**config.mk**
```make
export PLATFORM = sky130hd
export DESIGN_NAME = flit_lane_serdes
export DESIGN_NICKNAME = d
export VERILOG_FILES = /design/src/rtl/flit_serdes_pkg.sv /design/src/rtl/flit_lane_mapper.sv /design/src/rtl/flit_lane_unmapper.sv /design/src/rtl/flit_tx_serializer.sv /design/src/rtl/flit_rx_deserializer.sv /design/src/rtl/flit_lane_serdes.sv
export SDC_FILE = /design/constraint.sdc
export NUM_CORES = 1
export LEC_CHECK = 0
export BUFFER_PORTS_ARGS = -buffer_cell sky130_fd_sc_hd__buf_2
export CELL_PAD_IN_SITES_DETAIL_PLACEMENT = 1
export CELL_PAD_IN_SITES_GLOBAL_PLACEMENT = 1
export CORE_ASPECT_RATIO = 0.7
export CORE_MARGIN = 1
export CORE_UTILIZATION = 38
export CTS_BUF_LIST = sky130_fd_sc_hd__clkbuf_8 sky130_fd_sc_hd__clkbuf_16
export CTS_CLUSTER_SIZE = 30
export DETAILED_ROUTE_END_ITERATION = 10
export PLACE_DENSITY = 0.81
export SYNTH_ARGS = -nofsm -noshare
export SYNTH_HDL_FRONTEND = slang
export SYNTH_SLANG_ARGS = --single-unit
```
**constraint.sdc**
```tcl
create_clock -name clk -period 7.5 [get_ports clk]
set_clock_uncertainty 0.2 [all_clocks]
set_input_delay 1.5 -clock clk [delete_from_list [all_inputs] [get_ports clk]]
set_output_delay 1.5 -clock clk [all_outputs]
set_load 0.03 [all_outputs]
```
**src/rtl/flit_serdes_pkg.sv**
```systemverilog
package flit_serdes_pkg;

  typedef enum logic [1:0] {
    WID_FULL    = 2'b00,
    WID_HALF    = 2'b01,
    WID_QUARTER = 2'b10,
    WID_RSVD    = 2'b11
  } link_width_e;

  // Number of quadrants that carry data for a width code.
  function automatic int unsigned quads_in_use(input logic [1:0] w, input int unsigned nq);
    case (w)
      WID_FULL: return nq;
      WID_HALF: return nq / 2;
      default:  return nq / 4;
    endcase
  endfunction

endpackage

```
**src/rtl/flit_lane_mapper.sv**
```systemverilog
module flit_lane_mapper
  import flit_serdes_pkg::*;
#(
  parameter int QUAD_LANES = 5,
  parameter int NUM_QUADS  = 4
) (
  input  logic [NUM_QUADS*QUAD_LANES-1:0] slice_i,
  input  logic [1:0]                      width_i,
  input  logic [NUM_QUADS-1:0]            mask_i,
  output logic [NUM_QUADS*QUAD_LANES-1:0] lanes_o
);

  always_comb begin
    int unsigned n_use;
    int unsigned rank;
    logic [NUM_QUADS-1:0] live;
    n_use   = quads_in_use(width_i, NUM_QUADS);
    live    = (width_i == WID_FULL) ? {NUM_QUADS{1'b1}} : mask_i;
    rank    = 0;
    lanes_o = '0;
    for (int q = 0; q < NUM_QUADS; q++) begin
      if (live[q] && (rank < n_use)) begin
        lanes_o[q*QUAD_LANES +: QUAD_LANES] = slice_i[rank*QUAD_LANES +: QUAD_LANES];
        rank = rank + 1;
      end
    end
  end

endmodule

```
**src/rtl/flit_lane_unmapper.sv**
```systemverilog
module flit_lane_unmapper
  import flit_serdes_pkg::*;
#(
  parameter int QUAD_LANES = 5,
  parameter int NUM_QUADS  = 4
) (
  input  logic [NUM_QUADS*QUAD_LANES-1:0] lanes_i,
  input  logic [1:0]                      width_i,
  input  logic [NUM_QUADS-1:0]            mask_i,
  output logic [NUM_QUADS*QUAD_LANES-1:0] slice_o
);

  always_comb begin
    int unsigned n_use;
    int unsigned rank;
    logic [NUM_QUADS-1:0] live;
    n_use   = quads_in_use(width_i, NUM_QUADS);
    live    = (width_i == WID_FULL) ? {NUM_QUADS{1'b1}} : mask_i;
    rank    = 0;
    slice_o = '0;
    for (int q = 0; q < NUM_QUADS; q++) begin
      if (live[q] && (rank < n_use)) begin
        slice_o[rank*QUAD_LANES +: QUAD_LANES] = lanes_i[q*QUAD_LANES +: QUAD_LANES];
        rank = rank + 1;
      end
    end
  end

endmodule

```
**src/rtl/flit_tx_serializer.sv**
```systemverilog
module flit_tx_serializer
  import flit_serdes_pkg::*;
#(
  parameter int FLIT_W     = 80,
  parameter int QUAD_LANES = 5,
  parameter int NUM_QUADS  = 4
) (
  input  logic                            clk,
  input  logic                            rst_n,
  input  logic                            in_valid,
  output logic                            in_ready,
  input  logic [FLIT_W-1:0]               in_flit,
  input  logic [1:0]                      cfg_width_i,
  input  logic [NUM_QUADS-1:0]            cfg_mask_i,
  output logic [NUM_QUADS*QUAD_LANES-1:0] slice_o,
  output logic [1:0]                      cur_width_o,
  output logic [NUM_QUADS-1:0]            cur_mask_o,
  output logic                            beat_valid_o,
  output logic                            sof_o
);

  localparam int LANES      = NUM_QUADS * QUAD_LANES;
  localparam int MAX_BEATS  = FLIT_W / QUAD_LANES;
  localparam int CNT_W      = $clog2(MAX_BEATS + 1);
  localparam int STEP_W     = $clog2(LANES + 1);
  localparam int BITS_FULL  = LANES;
  localparam int BITS_HALF  = LANES / 2;
  localparam int BITS_QTR   = LANES / 4;

  logic                 busy_q;
  logic [CNT_W-1:0]     beat_q;
  logic [FLIT_W-1:0]    shift_q;
  logic [1:0]           width_q;
  logic [NUM_QUADS-1:0] mask_q;

  logic [STEP_W-1:0]    step_bits;
  logic [CNT_W-1:0]     last_idx;
  logic                 last_beat;
  logic                 take;

  always_comb begin
    case (width_q)
      WID_FULL: begin step_bits = STEP_W'(BITS_FULL); last_idx = CNT_W'(FLIT_W / BITS_FULL - 1); end
      WID_HALF: begin step_bits = STEP_W'(BITS_HALF); last_idx = CNT_W'(FLIT_W / BITS_HALF - 1); end
      default:  begin step_bits = STEP_W'(BITS_QTR);  last_idx = CNT_W'(FLIT_W / BITS_QTR - 1);  end
    endcase
  end

  assign last_beat = busy_q && (beat_q == last_idx);
  assign in_ready  = !busy_q || last_beat;
  assign take      = in_valid && in_ready;

  always_ff @(posedge clk) begin
    if (!rst_n) begin
      busy_q  <= 1'b0;
      beat_q  <= '0;
      shift_q <= '0;
      width_q <= WID_FULL;
      mask_q  <= '0;
    end else if (take) begin
      busy_q  <= 1'b1;
      beat_q  <= '0;
      shift_q <= in_flit;
      width_q <= cfg_width_i;
      mask_q  <= cfg_mask_i;
    end else if (busy_q) begin
      shift_q <= shift_q >> step_bits;
      beat_q  <= beat_q + 1'b1;
      if (last_beat) busy_q <= 1'b0;
    end
  end

  assign slice_o      = busy_q ? shift_q[LANES-1:0] : '0;
  assign beat_valid_o = busy_q;
  assign sof_o        = busy_q && (beat_q == '0);
  assign cur_width_o  = width_q;
  assign cur_mask_o   = mask_q;

endmodule

```
**src/rtl/flit_rx_deserializer.sv**
```systemverilog
module flit_rx_deserializer
  import flit_serdes_pkg::*;
#(
  parameter int FLIT_W     = 80,
  parameter int QUAD_LANES = 5,
  parameter int NUM_QUADS  = 4
) (
  input  logic                            clk,
  input  logic                            rst_n,
  input  logic                            beat_valid_i,
  input  logic                            sof_i,
  input  logic                            frame_reset_i,
  input  logic [1:0]                      cfg_width_i,
  input  logic [NUM_QUADS-1:0]            cfg_mask_i,
  input  logic [NUM_QUADS*QUAD_LANES-1:0] slice_i,
  output logic [1:0]                      sel_width_o,
  output logic [NUM_QUADS-1:0]            sel_mask_o,
  output logic                            flit_valid_o,
  output logic [FLIT_W-1:0]               flit_o,
  output logic                            frame_err_o
);

  localparam int LANES      = NUM_QUADS * QUAD_LANES;
  localparam int MAX_BEATS  = FLIT_W / QUAD_LANES;
  localparam int CNT_W      = $clog2(MAX_BEATS + 1);
  localparam int POS_W      = $clog2(FLIT_W + 1);
  localparam int BITS_FULL  = LANES;
  localparam int BITS_HALF  = LANES / 2;
  localparam int BITS_QTR   = LANES / 4;

  logic                 busy_q;
  logic                 err_q;
  logic                 fv_q;
  logic [CNT_W-1:0]     beat_q;
  logic [FLIT_W-1:0]    acc_q;
  logic [FLIT_W-1:0]    flit_q;
  logic [1:0]           width_q;
  logic [NUM_QUADS-1:0] mask_q;

  logic                 live_busy;
  logic                 blocked;
  logic                 starting;
  logic [POS_W-1:0]     step_bits;
  logic [POS_W-1:0]     top_pos;
  logic [CNT_W-1:0]     last_idx;
  logic [FLIT_W-1:0]    widened;
  logic [FLIT_W-1:0]    merged;

  assign live_busy = busy_q && !frame_reset_i;
  assign blocked   = err_q && !frame_reset_i;
  assign starting  = beat_valid_i && sof_i && !live_busy && !blocked;

  assign sel_width_o = starting ? cfg_width_i : width_q;
  assign sel_mask_o  = starting ? cfg_mask_i  : mask_q;

  always_comb begin
    case (sel_width_o)
      WID_FULL: begin step_bits = POS_W'(BITS_FULL); last_idx = CNT_W'(FLIT_W / BITS_FULL - 1); end
      WID_HALF: begin step_bits = POS_W'(BITS_HALF); last_idx = CNT_W'(FLIT_W / BITS_HALF - 1); end
      default:  begin step_bits = POS_W'(BITS_QTR);  last_idx = CNT_W'(FLIT_W / BITS_QTR - 1);  end
    endcase
  end

  // New beat enters at the top; earlier beats move toward bit 0.
  assign top_pos = POS_W'(FLIT_W) - step_bits;
  assign widened = {{(FLIT_W-LANES){1'b0}}, slice_i} << top_pos;
  assign merged  = starting ? widened : ((acc_q >> step_bits) | widened);

  always_ff @(posedge clk) begin
    if (!rst_n) begin
      busy_q  <= 1'b0;
      err_q   <= 1'b0;
      fv_q    <= 1'b0;
      beat_q  <= '0;
      acc_q   <= '0;
      flit_q  <= '0;
      width_q <= WID_FULL;
      mask_q  <= '0;
    end else begin
      fv_q <= 1'b0;
      if (frame_reset_i) begin
        err_q  <= 1'b0;
        busy_q <= 1'b0;
      end
      if (beat_valid_i && !blocked) begin
        if (sof_i) begin
          if (live_busy) begin
            err_q  <= 1'b1;
            busy_q <= 1'b0;
          end else begin
            busy_q  <= 1'b1;
            beat_q  <= CNT_W'(1);
            acc_q   <= merged;
            width_q <= cfg_width_i;
            mask_q  <= cfg_mask_i;
          end
        end else if (!live_busy) begin
          err_q <= 1'b1;
        end else begin
          acc_q  <= merged;
          beat_q <= beat_q + 1'b1;
          if (beat_q == last_idx) begin
            busy_q <= 1'b0;
            fv_q   <= 1'b1;
            flit_q <= merged;
          end
        end
      end
    end
  end

  assign flit_valid_o = fv_q;
  assign flit_o       = flit_q;
  assign frame_err_o  = err_q;

endmodule

```
**src/rtl/flit_lane_serdes.sv**
```systemverilog
module flit_lane_serdes
  import flit_serdes_pkg::*;
#(
  parameter int FLIT_W     = 80,
  parameter int QUAD_LANES = 5,
  parameter int NUM_QUADS  = 4
) (
  input  logic                            clk,
  input  logic                            rst_n,
  input  logic [1:0]                      cfg_width,
  input  logic [NUM_QUADS-1:0]            cfg_quad_en,
  input  logic                            tx_valid,
  output logic                            tx_ready,
  input  logic [FLIT_W-1:0]               tx_flit,
  output logic [NUM_QUADS*QUAD_LANES-1:0] tx_lanes,
  output logic                            tx_beat_valid,
  output logic                            tx_sof,
  input  logic [1:0]                      rx_cfg_width,
  input  logic [NUM_QUADS-1:0]            rx_cfg_quad_en,
  input  logic [NUM_QUADS*QUAD_LANES-1:0] rx_lanes,
  input  logic                            rx_beat_valid,
  input  logic                            rx_sof,
  input  logic                            rx_frame_reset,
  output logic                            rx_flit_valid,
  output logic [FLIT_W-1:0]               rx_flit,
  output logic                            rx_frame_err
);

  localparam int LANES = NUM_QUADS * QUAD_LANES;

  logic [LANES-1:0]     tx_slice;
  logic [1:0]           tx_cur_width;
  logic [NUM_QUADS-1:0] tx_cur_mask;
  logic [LANES-1:0]     rx_slice;
  logic [1:0]           rx_sel_width;
  logic [NUM_QUADS-1:0] rx_sel_mask;

  flit_tx_serializer #(.FLIT_W(FLIT_W), .QUAD_LANES(QUAD_LANES), .NUM_QUADS(NUM_QUADS)) u_tx (
    .clk          (clk),
    .rst_n        (rst_n),
    .in_valid     (tx_valid),
    .in_ready     (tx_ready),
    .in_flit      (tx_flit),
    .cfg_width_i  (cfg_width),
    .cfg_mask_i   (cfg_quad_en),
    .slice_o      (tx_slice),
    .cur_width_o  (tx_cur_width),
    .cur_mask_o   (tx_cur_mask),
    .beat_valid_o (tx_beat_valid),
    .sof_o        (tx_sof)
  );

  flit_lane_mapper #(.QUAD_LANES(QUAD_LANES), .NUM_QUADS(NUM_QUADS)) u_map (
    .slice_i (tx_slice),
    .width_i (tx_cur_width),
    .mask_i  (tx_cur_mask),
    .lanes_o (tx_lanes)
  );

  flit_lane_unmapper #(.QUAD_LANES(QUAD_LANES), .NUM_QUADS(NUM_QUADS)) u_unmap (
    .lanes_i (rx_lanes),
    .width_i (rx_sel_width),
    .mask_i  (rx_sel_mask),
    .slice_o (rx_slice)
  );

  flit_rx_deserializer #(.FLIT_W(FLIT_W), .QUAD_LANES(QUAD_LANES), .NUM_QUADS(NUM_QUADS)) u_rx (
    .clk           (clk),
    .rst_n         (rst_n),
    .beat_valid_i  (rx_beat_valid),
    .sof_i         (rx_sof),
    .frame_reset_i (rx_frame_reset),
    .cfg_width_i   (rx_cfg_width),
    .cfg_mask_i    (rx_cfg_quad_en),
    .slice_i       (rx_slice),
    .sel_width_o   (rx_sel_width),
    .sel_mask_o    (rx_sel_mask),
    .flit_valid_o  (rx_flit_valid),
    .flit_o        (rx_flit),
    .frame_err_o   (rx_frame_err)
  );

endmodule

```
---- Word level (Yosys, flattened, before mapping) ----
Index checks and enable logic that the tools add are counted.
storage, ports and cells
  flip-flop bits (word level) ............. 266
  bits of input ports ..................... 118
  output and inout port bits .............. 105
  logic and storage cells ................. 143
cells by class
  add/subtract/negate cells ............... 10
  $mul .................................... 6
  magnitude comparators ................... 8
  equality and inequality tests ........... 5
  shift operators ......................... 12
  multiplexer cells ....................... 52
  bitwise operators ....................... 5
  reduce and logical (&&, ||, !) cells .... 32
operators with widths
  kind                       number
  $mux W80                   6
  $shr A80 B5 Y80            2
  $lt A32 B3 Y1              4
  $mul A32 B3 Y32 const B    4
  $mux W32                   4
  $neg A32 Y34               3
  $shift A5 B34 Y20 const A  3
  $shiftx A5 B34 Y20         3
  $shiftx A20 B33 Y5         3
  $mux W20                   4
  $or A80 B80 Y80            1
  $shl A20 B7 Y80            1
  $add A32 B1 Y32 const B    2
  $bwmux W20                 3
  $mux W5                    8
  $pmux W5 S2                2
  $logic_and A1 B1 Y1        17
  $mux W1                    17
  $pmux W4 S2                2
  $mux W4                    3
  $pmux W3 S2                2
  $add A5 B1 Y5 const B      2
  $eq A5 B4 Y1               2
  $mul A1 B3 Y4 const B      2
  17 further kinds           30

---- Logic depth before layout (Yosys ltp) ----
Gate-level depths: netlist of run 1.
  depth in word-level cells ............... 27
  depth in mapped cells ................... 27
  gate-level depth less buffers ........... 23

---- By module ----
From an unflattened synthesis of run 1, not the netlist that was laid out.
second synthesis, totals
  cells, all modules ...................... 2,169
  area total of the unflattened synthesis .. 16,822.4 um^2
modules (own cells, without submodules)
  module                instances  cells each  area each (um^2)  seq. area each (um^2)
  flit_rx_deserializer  1          1,048       7,992.7           3,383.2
  flit_tx_serializer    1          732         6,084.6           1,841.8
  flit_lane_unmapper    1          265         1,783.0           0.0
  flit_lane_mapper      1          124         962.2             0.0

---- Worst setup path before layout of run 1 ----
Ideal clock, no wire load.
  path type ............................... input port to flip-flop
  from .................................... input rx_frame_reset
  to ...................................... register u_rx.flit_q[76] (netlist: u_rx.flit_o[76])
  setup time .............................. 132 ps
  data arrival time ....................... 7,513 ps
  data required time ...................... 7,168 ps
  setup slack ............................. -345 ps
  stages .................................. 27
  buffers on the path ..................... 5
  cell sequence ........................... o21ba_1 -> buf_6 -> nor2_1 -> clkbuf_1 -> buf_1 -> o21a_1 -> inv_1 -> ha_1 -> buf_2 -> nand3b_4 -> a2111oi_4 -> a21oi_4 -> and2_1 -> fa_1 -> ha_1 -> ha_1 -> ha_1 -> nor4_1 -> ha_1 -> clkbuf_1 -> nand3_1 -> or4b_2 -> o31ai_1 -> a21oi_1 -> or3_1 -> o311ai_1 -> a21oi_1
on the way
  longest elaborated chain between the ends .. 25
  elaborated cells between the ends (all ways) .. 55
  classes of those cells .................. add/sub (6); mul (3); order compare (4); eq/ne (2); shift (8); mux (17); bitwise (1); reduce/logical (14)
ends and longest elaborated chain
  item                                                     line                                                                         RTL
  start, declared                                          flit_lane_serdes.sv:23                                                       input logic rx_frame_reset,
  $logic_not A1 Y1 (*)                                     flit_rx_deserializer.sv:49, flit_rx_deserializer.sv:50
  $logic_and A1 B1 Y1                                      flit_rx_deserializer.sv:49                                                   assign live_busy = busy_q && !frame_reset_i;
  $logic_not A1 Y1                                         flit_rx_deserializer.sv:51                                                   assign starting = beat_valid_i && sof_i && !live_busy && !blocked;
  $logic_and A1 B1 Y1 (2 in a row)                         flit_rx_deserializer.sv:51
  $mux W2                                                  flit_rx_deserializer.sv:53                                                   assign sel_width_o = starting ? cfg_width_i : width_q;
  $eq A2 B1 Y1 or $logic_not A2 Y1 (tied branches)         flit_serdes_pkg.sv:12, flit_rx_deserializer.sv:57, flit_lane_unmapper.sv:18
  $pmux W3 S2                                              flit_serdes_pkg.sv:12                                                        case (w)
  $lt A1 B3 Y1                                             flit_lane_unmapper.sv:22                                                     if (live[q] && (rank < n_use)) begin
  (+8 left out)                                            -
  $mul A32 B3 Y32                                          flit_lane_unmapper.sv:23                                                     slice_o[rank*QUAD_LANES +: QUAD_LANES] = lanes_i[q*QUAD_LANES +: QUAD_LANES];
  $neg A32 Y34                                             flit_lane_unmapper.sv:23
  $shiftx A5 B34 Y20 or $shift A5 B34 Y20 (tied branches)  flit_lane_unmapper.sv:23
  $bwmux W20                                               flit_lane_unmapper.sv:23
  $mux W20                                                 flit_lane_unmapper.sv:22
  $shl A20 B7 Y80                                          flit_rx_deserializer.sv:66                                                   assign widened = {{(FLIT_W-LANES){1'b0}}, slice_i} << top_pos;
  $or A80 B80 Y80                                          flit_rx_deserializer.sv:67                                                   assign merged = starting ? widened : ((acc_q >> step_bits) | widened);
  $mux W80                                                 flit_rx_deserializer.sv:67
  end signal, assigned                                     flit_rx_deserializer.sv:105                                                  flit_q <= merged;
  end, declared                                            flit_rx_deserializer.sv:36                                                   logic [FLIT_W-1:0] flit_q;
Every way passes the cells marked *; elsewhere a longest branch is shown, timed or not.
A chain may end at the register's enable or synchronous reset.

---- Worst setup path in the final report of run 1 ----
  from .................................... register u_tx.width_q[0] (netlist: u_tx.cur_width_o[0])
  to ...................................... output tx_lanes[17]
on the way
  longest elaborated chain between the ends .. 14
  elaborated cells between the ends (all ways) .. 20
  classes of those cells .................. add/sub (2); mul (1); order compare (4); eq/ne (1); shift (1); mux (6); reduce/logical (5)
ends and longest elaborated chain
  item                                                       line                                            RTL
  start, declared                                            flit_tx_serializer.sv:33                        logic [1:0] width_q;
  start signal, assigned                                     flit_tx_serializer.sv:64                        width_q <= cfg_width_i;
  $eq A2 B1 Y1 or $logic_not A2 Y1 (tied branches)           flit_serdes_pkg.sv:12, flit_lane_mapper.sv:18
  $pmux W3 S2                                                flit_serdes_pkg.sv:12
  $lt A1 B3 Y1                                               flit_lane_mapper.sv:22                          if (live[q] && (rank < n_use)) begin
  $logic_and A1 B1 Y1                                        flit_lane_mapper.sv:22
  $mux W1                                                    flit_lane_mapper.sv:22
  $lt A1 B3 Y1                                               flit_lane_mapper.sv:22
  $logic_and A1 B1 Y1                                        flit_lane_mapper.sv:22
  $mux W32                                                   flit_lane_mapper.sv:22
  $lt A32 B3 Y1                                              flit_lane_mapper.sv:22
  $logic_and A1 B1 Y1                                        flit_lane_mapper.sv:22
  $mux W32                                                   flit_lane_mapper.sv:22
  $mul A32 B3 Y32 or $lt A32 B3 Y1 (tied branches)           flit_lane_mapper.sv:23, flit_lane_mapper.sv:22
  $shiftx A20 B33 Y5 or $logic_and A1 B1 Y1 (tied branches)  flit_lane_mapper.sv:23, flit_lane_mapper.sv:22
  $mux W5 (*)                                                flit_lane_mapper.sv:22
  end, declared                                              flit_lane_serdes.sv:15                          output logic [NUM_QUADS*QUAD_LANES-1:0] tx_lanes,
Marks and branches as above.

==> run metrics, run 1 <==
CTS H-tree lvls 1; Post-Syn Instances 2339; Hold Crit Class reg2reg; Final ANT Viol Nets 0; Iter 0 DRT Violations 1783; worst reg2reg startpoint u_rx.width_q[1]; WL final 70700 um; number of synthesized flops with an enable pin 0; Synth Register Bits 261; Chip Height 178 um; clk sinks 261; Setup TNS Final 0 ns; WL per Instance 23.1 um; post-synth top area share 31.2%; cell taking the most area after synthesis dfxtp_1; PortBufs 222; Critical Path AT 5.45 ns; Die Area 44900 um2; minimum clock period 7.15 ns; HPWL Detailed 50900 um; crit-path max FO 28; sequential fraction of the synthesis area 31.2%; Final GP Congestion 0.992; worst path required time 5.80 ns; fin nets 2587; Synthesis Warnings 0; post-synthesis mux area share 9.33%; grt ovf 0; Fin. Hold Viols 0; Global Route Usage Sum 30.6%; critical path's largest stage delay 0.88 ns; CP max-delay cell fa_1; fin cells 3057; Max Clock Freq 0.140 GHz; beginning of the worst hold path u_rx.flit_o[29]; CTS tree done; maxcap violations 0; RSZ-0062 raised after global routing no; CTS clock-pin slew for the worst setup and hold paths 0.07 ns; sum of buffers and inverters on the critical path 2; crit start category register; main combinational cell family by area after synthesis simple AND/OR/NAND/NOR gates; Post-route DRC 0; core area 42900 um2; final worst-path cycle share 95.3%; clock root buffer clkbuf_16; VDD IR-drop max 160 uV; Area Growth Syn to Fin 15.0%; Distinct cells, synth 92; vias in the first global route 17600; most frequent cells in the layout nand2_1, nor2_1, dfxtp_1; Vias 18300; post-CTS setup buffer count 0; fin. max-slew vios 0; Async S/R FF share, synth 0%; total power divided by cell area 226 nW/um2; largest net degree at the start of global routing 128; DP Cell Count 3001; syn_nets 2479; crit-path leading delay family adder cells; fraction of layout cells with a size suffix above 1 16.6%; Worst Setup SP u_tx.cur_width_o[0]; outcome completed; Final Power 4360 uW; mean post-synth cell area 7.16 um2; Post-Syn Area 16800 um2; commonest non-fill, non-tap cell in the layout nand2_1; first-pass GRT wire length 107000 um; Post-Synth Simple-Gate Area 26.9%; final core occ 44.9%; initial antenna violation count 4; CTS Buffer Depth 3; Setup violations, final 0; CP Class reg2out; Top FF cell, synth dfxtp_1; Rows 63; post-synthesis xor/xnor area fraction 0.866%; drt first pass iters 5; complex-gate fraction of the synthesized area 24.5%; IO Pins 223; leak pwr 0.00733 uW; most used cell, CP ha_1; Die X 253 um; crit end category output port; Worst slew margin 23.9%; slew at the pin closest to its max-slew limit 1.14 ns; critical path, cell by cell nor2_1, nor2_2, inv_1, ha_1, ha_1, o21ai_1, a31o_2, fa_1, ha_1, ha_1, ha_1, nand2b_1, nor2_1, a21oi_1, nor2_1, buf_2; clk_lat worst skew 0.59 ns; CTS Buf Count 28; largest cells by area after synthesis dfxtp_1, nand2_1, nor2_1; adder-cell share of the synthesized area 1.73%; drt via density 5.98; Initial Util 39.1%
==> cell type report <==
| class | instances | area, um2 |
|---|---|---|
| clock buffers | 33 | 769 |
| clock inverters | 19 | 206 |
| flip-flops and latches | 261 | 5230 |
| repair buffers | 281 | 1560 |
| fillers | 5516 | 23600 |
| diodes | 3 | 7.51 |
| inverters | 25 | 98.8 |
| multi-input cells | 1850 | 10700 |
| well taps | 585 | 732 |
==> synthesized netlist by cell type (16+ instances only) <==
cell type	number
o21ai_0	123
o21a_1	63
mux2i_1	101
buf_1	25
nor3_1	24
inv_1	21
nand2_1	607
mux2_2	23
a21oi_1	144
clkbuf_1	156
and3_1	16
nor2_1	273
nand3_1	42
a21o_1	17
a31oi_1	57
dfxtp_1	261
o211ai_1	27
ha_1	20
a311oi_1	71
==> final timing paths <==
path / end / slack [ns] / cells past startpoint
max: tx_lanes[17] / 0.35 / 16
min: u_rx.flit_o[29] / 0.25 / 2
max reg2reg: u_rx.acc_q[75] / 1.05 / 25
min reg2reg: u_rx.flit_o[29] / 0.25 / 2
==> routing by layer <==
layer | wire (um) | GRT usage (%) | part of all wire (%)
met3 | 5590 | 4.96 | 7.9
met2 | 29400 | 44.3 | 42
met1 | 34000 | 46.3 | 48
met5 | 13 | 0 | 0.018
met4 | 1750 | 8.01 | 2.5
==> cells by family after synthesis <==
family,count (synthesis)
muxes,137
adders and majority gates,22
AOI/OAI and AO/OA,610
DFF,261
xor gates and xnor gates,14
buffers and inverters,228
and+or+nand+nor,1067
==> where the power goes <==
part	internal [uW]	switching (uW)	total, uW	leakage (uW)
logic	442	877	1320	0.00472
registers	1450	97.0	1550	0.00213
clock network	842	650	1490	0.000486
total	2730	1620	4360	0.00733
==> timing repair <==
action,4_1_cts,5_1_grt
setup endpoints to repair,0,4
gates resized for setup,0,1
hold buffers,0,0
==> sequential cells by signal, summed over array words and instances, names as in the netlist <==
name and cells:
u_tx.shift_q 80, u_rx.busy_q 1, u_tx.beat_valid_o 1, u_rx.flit_valid_o 1, u_rx.frame_err_o 1, u_tx.cur_width_o 2
u_rx.width_q 2, u_rx.mask_q 4, u_rx.acc_q 75, u_rx.flit_o 80, u_rx.beat_q 5, u_tx.beat_q 5
u_tx.cur_mask_o 4
==> stage by stage <==
stage / setup WS (ns) / hold WS [ns] / area (um2)
after floorplan: 0.0271 / 0.231 / 16800
after global placement: 0.207 / 0.243 / 18300
after detailed placement: -0.0115 / 0.247 / 18300
after CTS: 0.255 / 0.256 / 19200
after global routing: 0.102 / 0.288 / 19300
final: 0.350 / 0.253 / 19300
==> tightest hold or removal path, delay by kind of cell, from the launching register on <==
kind	cells	cell delay (ns)
AO/OA/AOI/OAI	1	0.05
flip-flops	1	0.31
AND/OR/NAND/NOR	1	0.05
Power figures use the tool's default switching activity.
==> run 2: changes to the inputs <==
--- a/config.mk
+++ b/config.mk
@@ -10,11 +10,12 @@
 export CELL_PAD_IN_SITES_GLOBAL_PLACEMENT = 1
 export CORE_ASPECT_RATIO = 0.7
 export CORE_MARGIN = 1
-export CORE_UTILIZATION = 38
+export CORE_UTILIZATION = 39
 export CTS_BUF_LIST = sky130_fd_sc_hd__clkbuf_8 sky130_fd_sc_hd__clkbuf_16
 export CTS_CLUSTER_SIZE = 30
 export DETAILED_ROUTE_END_ITERATION = 10
 export PLACE_DENSITY = 0.81
 export SYNTH_ARGS = -nofsm -noshare
 export SYNTH_HDL_FRONTEND = slang
+export SYNTH_HIERARCHICAL = 1
 export SYNTH_SLANG_ARGS = --single-unit
==> run 2 against run 1 <==
Effect of this change: cell count is 5.7% lower; via count is 3.1% lower; total power is 2.1% higher; largest cell class unchanged; sequential cell count stayed put; non-clock buffer count is 15 higher; first-iteration DRC count is 2.4% lower; wire length is 3.7% lower; die area is 2.1% lower; highest routed layer unchanged.
==> run metrics, run 2 <==
CTS tree done; Setup violations, final 0 (unchanged); RSZ-0062 raised after global routing no; maxcap violations 0 (unchanged); slew at the pin closest to its max-slew limit 1.01 ns (-0.135 ns); Iter 0 DRT Violations 1741 (-2.4%); CTS clock-pin slew for the worst setup and hold paths 0.06 ns (about the same); Top FF cell, synth dfxtp_1; commonest non-fill, non-tap cell in the layout nand2_1; CP Class reg2out; most frequent cells in the layout nand2_1, dfxtp_1, buf_2; post-synth top area share 31.1% (-0.13 points); crit-path max FO 15 (-46%); syn_nets 2305 (-7.0%); number of fill cells 5259 (-4.7%); Final ANT Viol Nets 0 (unchanged); CTS Buf Count 28 (unchanged); Vias 17700 (-3.1%); IO Pins 223 (unchanged); number of synthesized flops with an enable pin 0 (unchanged); mean post-synth cell area 7.76 um2 (+8.3%); Global Route Usage Sum 29.8% (-0.86 points); Final Power 4450 uW (+2.1%); HPWL Detailed 48000 um (-5.6%); crit end category output port; Worst Setup SP u_tx/cur_width_o[1]; largest cells by area after synthesis dfxtp_1, nand2_1, mux2i_1; final core occ 45.7% (+0.82 points); synth cell count leaders nand2_1, dfxtp_1, a21oi_1; fin nets 2445 (-5.5%); vias in the first global route 17300 (-1.7%); sequential fraction of the synthesis area 31.1% (-0.13 points); R2R Path End u_rx/flit_o[73]; WL final 68100 um (-3.7%); Distinct cells, synth 96 (+4.3%); area of the multi-input gates 10700 um2 (+0.41%); clk_lat worst skew 0.55 ns (-0.04 ns); worst setup path endpoint tx_lanes[15]; fraction of layout cells with a size suffix above 1 23.4% (+6.8 points); outcome completed; VDD IR-drop max 158 uV (-1.1%); FF-to-FF path depth 25 (unchanged); drt first pass iters 6 (+1); cell taking the most area after synthesis dfxtp_1; post-CTS setup buffer count 0 (unchanged); grt ovf 0 (unchanged); Die Area 44000 um2 (-2.1%); Synth Register Bits 261 (unchanged); clock root buffer clkbuf_16; CTS Buffer Depth 3 (unchanged); Final GP Congestion 0.970 (-2.3%); Register Area 5230 um2 (unchanged); minimum clock period 7.15 ns (-0.00233 ns); Die X 250 um (-1.1%); Hold Crit Class reg2reg; Critical Path AT 5.45 ns (about the same); Setup TNS Final 0 ns (unchanged); largest net degree at the start of global routing 91 (-29%); leak pwr 0.00754 uW (+2.9%); first-pass GRT wire length 104000 um (-2.9%); PortBufs 222 (unchanged); most used standard cell by instance count after synthesis nand2_1; final worst-path cycle share 95.3% (about the same); Rows 63 (unchanged); crit start category register; Fin. Hold Viols 0 (unchanged); worst path required time 5.80 ns (about the same); worst reg2reg startpoint u_rx/busy_q; fin. max-slew vios 0 (unchanged); clk sinks 261 (unchanged); Async S/R FF share, synth 0% (unchanged); Area Growth Syn to Fin 15.3%; Chip Height 176 um (-1.1%); R2R setup slack 1.20 ns (+0.15 ns); Post-route DRC 0 (unchanged); WL per Instance 23.6 um (+2.1%); initial antenna violation count 5 (+1); Post-Syn Instances 2169 (-7.3%); Post-Syn Area 16800 um2 (+0.42%); Worst slew margin 32.7% (+8.9 points); CTS H-tree lvls 1 (unchanged); total power divided by cell area 229 nW/um2 (+1.4%); Synthesis Warnings 6 (+6); Initial Util 39.7% (+0.60 points); Max Clock Freq 0.140 GHz (about the same); core area 42400 um2 (-1.1%); drt via density 6.15 (+2.8%)
==> run 2: cell type report <==
type                    count  area share (%)
clock inverters            12           0.697
flip-flops and latches    261            27.0
well taps                 552            3.56
repair buffers            296            8.60
clock buffers              37            4.37
multi-input cells        1692            55.1
inverters                  30           0.613
diodes                      3          0.0387
==> run 2: kinds of logic (layout without fill, tap and decap cells) <==
logic type / count (synthesis) / count (layout) / synth area share (%)
xor gates and xnor gates: 14 / 14 / 0.729
other: 0 / 3 / 0
buffers and inverters: 216 / 375 / 5.85
AOI/OAI and AO/OA: 657 / 657 / 25.9
adders and majority gates: 18 / 18 / 1.38
DFF: 261 / 261 / 31.1
and+or+nand+nor: 796 / 796 / 21.5
muxes: 207 / 207 / 13.6
==> run 2: routing by layer <==
layer	up-vias	GRT usage, %	share of wire [%]
li1	8094	-	-
met3	77	5.19	8.0
met2	684	43.5	42
met4	4	5.39	1.7
met5	-	0	0.038
met1	8858	45.3	48
==> run 2: power by group <==
| part | internal [uW] | switching, uW | leakage (uW) |
|---|---|---|---|
| Combinational | 514 | 920 | 0.00491 |
| Clock | 889 | 598 | 0.000496 |
| Sequential | 1450 | 82.0 | 0.00213 |
==> run 2: worst min path at each step <==
stage | from | endpoint | slack (ns) | cells after the start
2_1_floorplan | u_rx/acc_q[6] | u_rx/acc_q[6] | 0.23 | 2
3_3_place_gp | u_rx/acc_q[9] | u_rx/acc_q[9] | 0.24 | 2
3_5_place_dp | u_rx/flit_o[20] | u_rx/flit_o[20] | 0.24 | 1
4_1_cts | u_rx/flit_o[50] | u_rx/flit_o[50] | 0.26 | 2
5_1_grt | u_rx/flit_o[52] | u_rx/flit_o[52] | 0.27 | 2
6_report | u_rx/flit_o[50] | u_rx/flit_o[50] | 0.25 | 2
==> run 2: critical path: stages, from the launching register on <==
cell      delay, ns
dfxtp_1        0.34
nor2_1         0.36
o21ai_1        0.29
inv_1          0.19
ha_1           0.62
nand2b_1       0.17
nand2_1        0.11
a22o_1         0.28
inv_1          0.12
fa_1           0.47
and2_1         0.17
ha_1           0.18
ha_1           0.17
or3_1          0.38
or3_1          0.44
o32ai_1        0.35
buf_2          0.26
==> run 2: repair_timing <==
item                       4_1_cts  5_1_grt
hold buffers                     0        0
setup endpoints to repair        0        1
resized for setup                0        1
==> run 2: through the flow <==
step	instances	area, um2	hold WS (ns)	setup slack (ns)
finish	2883	19400	0.251	0.352
global route	2883	19400	0.270	0.0743
CTS	2880	19400	0.255	0.361
detailed placement	2831	18400	0.243	0.0411
global placement	2831	18400	0.239	0.238
floorplan	2169	16900	0.230	0.0287
==> run 3: changes to the inputs <==
--- a/config.mk
+++ b/config.mk
@@ -11,7 +11,7 @@
 export CORE_ASPECT_RATIO = 0.7
 export CORE_MARGIN = 1
 export CORE_UTILIZATION = 39
-export CTS_BUF_LIST = sky130_fd_sc_hd__clkbuf_8 sky130_fd_sc_hd__clkbuf_16
+export CTS_BUF_LIST = sky130_fd_sc_hd__clkbuf_16
 export CTS_CLUSTER_SIZE = 30
 export DETAILED_ROUTE_END_ITERATION = 10
 export PLACE_DENSITY = 0.81
==> run 3 against run 2 <==
Effect of this change: wire length shrank 0.61%; die area did not move; cell count unchanged.
==> run metrics, run 3 (same netlist as run 2, synthesis figures left out) <==
outcome completed; Setup TNS Final 0 ns (unchanged); Vias 17700 (-0.31%); clk_lat worst skew 0.55 ns (about the same); WL per Instance 23.5 um (-0.61%); R2R setup slack 1.19 ns (about the same); Worst slew margin 31.6% (-1.1 points); worst path required time 5.80 ns (about the same); final worst-path cycle share 95.8% (+0.52 points); HPWL Detailed 48000 um (unchanged); GRT busiest layer met1; CTS clock-pin slew for the worst setup and hold paths 0.06 ns (about the same); Setup violations, final 0 (unchanged); critical path's largest stage delay 0.59 ns (-0.03 ns); Fin. Hold Viols 0 (unchanged); Chip Height 176 um (unchanged); drt first pass iters 7 (+1); Hold-fix buffers, CTS 0 (unchanged); RSZ-0062 raised after global routing no; Final GP Congestion 0.970 (unchanged); minimum clock period 7.19 ns (+0.0389 ns); core area 42400 um2 (unchanged); Finished Cell Area 19300 um2 (-0.36%); Area Growth Syn to Fin 14.9%; Die X 250 um (unchanged); CTS tree done; number of fill cells 5264 (+0.095%); Rows 63 (unchanged); met1 usage 45.1% (-0.27 points); CTS H-tree lvls 1 (unchanged); Iter 0 DRT Violations 1763 (+1.3%); CTS Buffer Depth 3 (unchanged); grt ovf 0 (unchanged); PortBufs 222 (unchanged); most frequent cells in the layout nand2_1, dfxtp_1, buf_2; largest net degree at the start of global routing 91 (unchanged); Global Route Usage Sum 29.7% (-0.096 points); crit start category register; fin cells 2883 (unchanged); commonest non-fill, non-tap cell in the layout nand2_1; crit-path leading delay family adder cells; beginning of the worst hold path u_rx/flit_o[50]; leak pwr 0.00750 uW (-0.52%); Fin Hold WS 0.251 ns (+0.000222 ns); slew at the pin closest to its max-slew limit 1.02 ns (+0.0171 ns); sum of buffers and inverters on the critical path 4 (+1); Worst Setup SP u_tx/cur_width_o[1]; CP max-delay cell ha_1; Register Area 5230 um2 (unchanged); post-CTS setup buffer count 0 (unchanged); area of the multi-input gates 10700 um2 (unchanged); initial antenna violation count 5 (unchanged); first-pass GRT wire length 104000 um (-0.30%); total power divided by cell area 226 nW/um2 (-1.5%); CP Class reg2out; Die Area 44000 um2 (unchanged); drt via density 6.13 (-0.31%); fin. max-slew vios 0 (unchanged); Post-route DRC 0 (unchanged); WL final 67700 um (-0.61%); IO Pins 223 (unchanged); CTS Buf Count 28 (unchanged); Critical Path AT 5.49 ns (+0.04 ns); placed inst area 18400 um2 (unchanged); worst reg2reg startpoint u_rx/busy_q; GRT met2 Usage 43.1% (-0.44 points); crit-path max FO 9 (-6); Initial Util 39.7% (unchanged); DP Cell Count 2831 (unchanged); VDD IR-drop max 157 uV (-0.64%); fin nets 2445 (unchanged); final core occ 45.6% (-0.17 points); Max Clock Freq 0.139 GHz (-0.54%); critical path, cell by cell nor2_1, o21ai_1, inv_1, ha_1, inv_1, o21ai_0, a22o_1, inv_1, fa_1, and2_1, ha_1, ha_1, or3_1, or3_1, o32ai_1, buf_2; crit end category output port; Final ANT Viol Nets 0 (unchanged); clk sinks 261 (unchanged); clock root buffer clkbuf_16; Hold Crit Class reg2reg; fraction of layout cells with a size suffix above 1 23.1% (-0.30 points); vias in the first global route 17300 (-0.069%); M3 GR Usage 5.47% (+0.28 points); maxcap violations 0 (unchanged)
-- run 3: worst min-delay path: cells and delay by family, from the launching register on --
| family | cells | cell delay, ns |
|---|---|---|
| flip-flops | 1 | 0.30 |
| AND/OR/NAND/NOR | 1 | 0.05 |
| AO/OA/AOI/OAI | 1 | 0.05 |
-- run 3: worst paths after layout --
path	end	cells past startpoint
setup / recovery	tx_lanes[15]	16
setup reg to reg	u_rx/flit_o[73]	25
hold / removal	u_rx/flit_o[50]	2
hold reg to reg	u_rx/flit_o[50]	2
-- run 3: stage by stage --
step / setup slack [ns] / power, uW
after CTS: 0.357 / 4350
after floorplan: 0.0287 / 2440
after global routing: 0.0741 / 4540
after global placement: 0.238 / 2900
after detailed placement: 0.0411 / 2930
final: 0.313 / 4370
-- run 3: final cells by class --
cell class	count	share of cell area, %
antenna	3	0.0388
clock buffer	30	3.88
clock inverter	19	0.835
inverter	30	0.615
multi-input combinational	1692	55.3
sequential	261	27.1
tap	552	3.57
timing repair buffer	296	8.63
-- run 3: per-layer routing --
layer  up-vias  share of wire [%]
met4         4                1.8
li1       8088                  -
met3        76                7.8
met5         -              0.038
met2       658                 42
met1      8836                 48
-- run 3: what timing repair did --
item,4_1_cts,5_1_grt
endpoints found under the hold margin,0,0
setup endpoints to repair,0,1
resized for setup,0,1
-- run 3: report_power, final --
part	internal, uW	total, uW	leakage [uW]	switching [uW]
clock network	817	1410	0.000456	591
logic	514	1430	0.00491	918
registers	1450	1530	0.00213	81.9
total	2780	4370	0.00750	1590
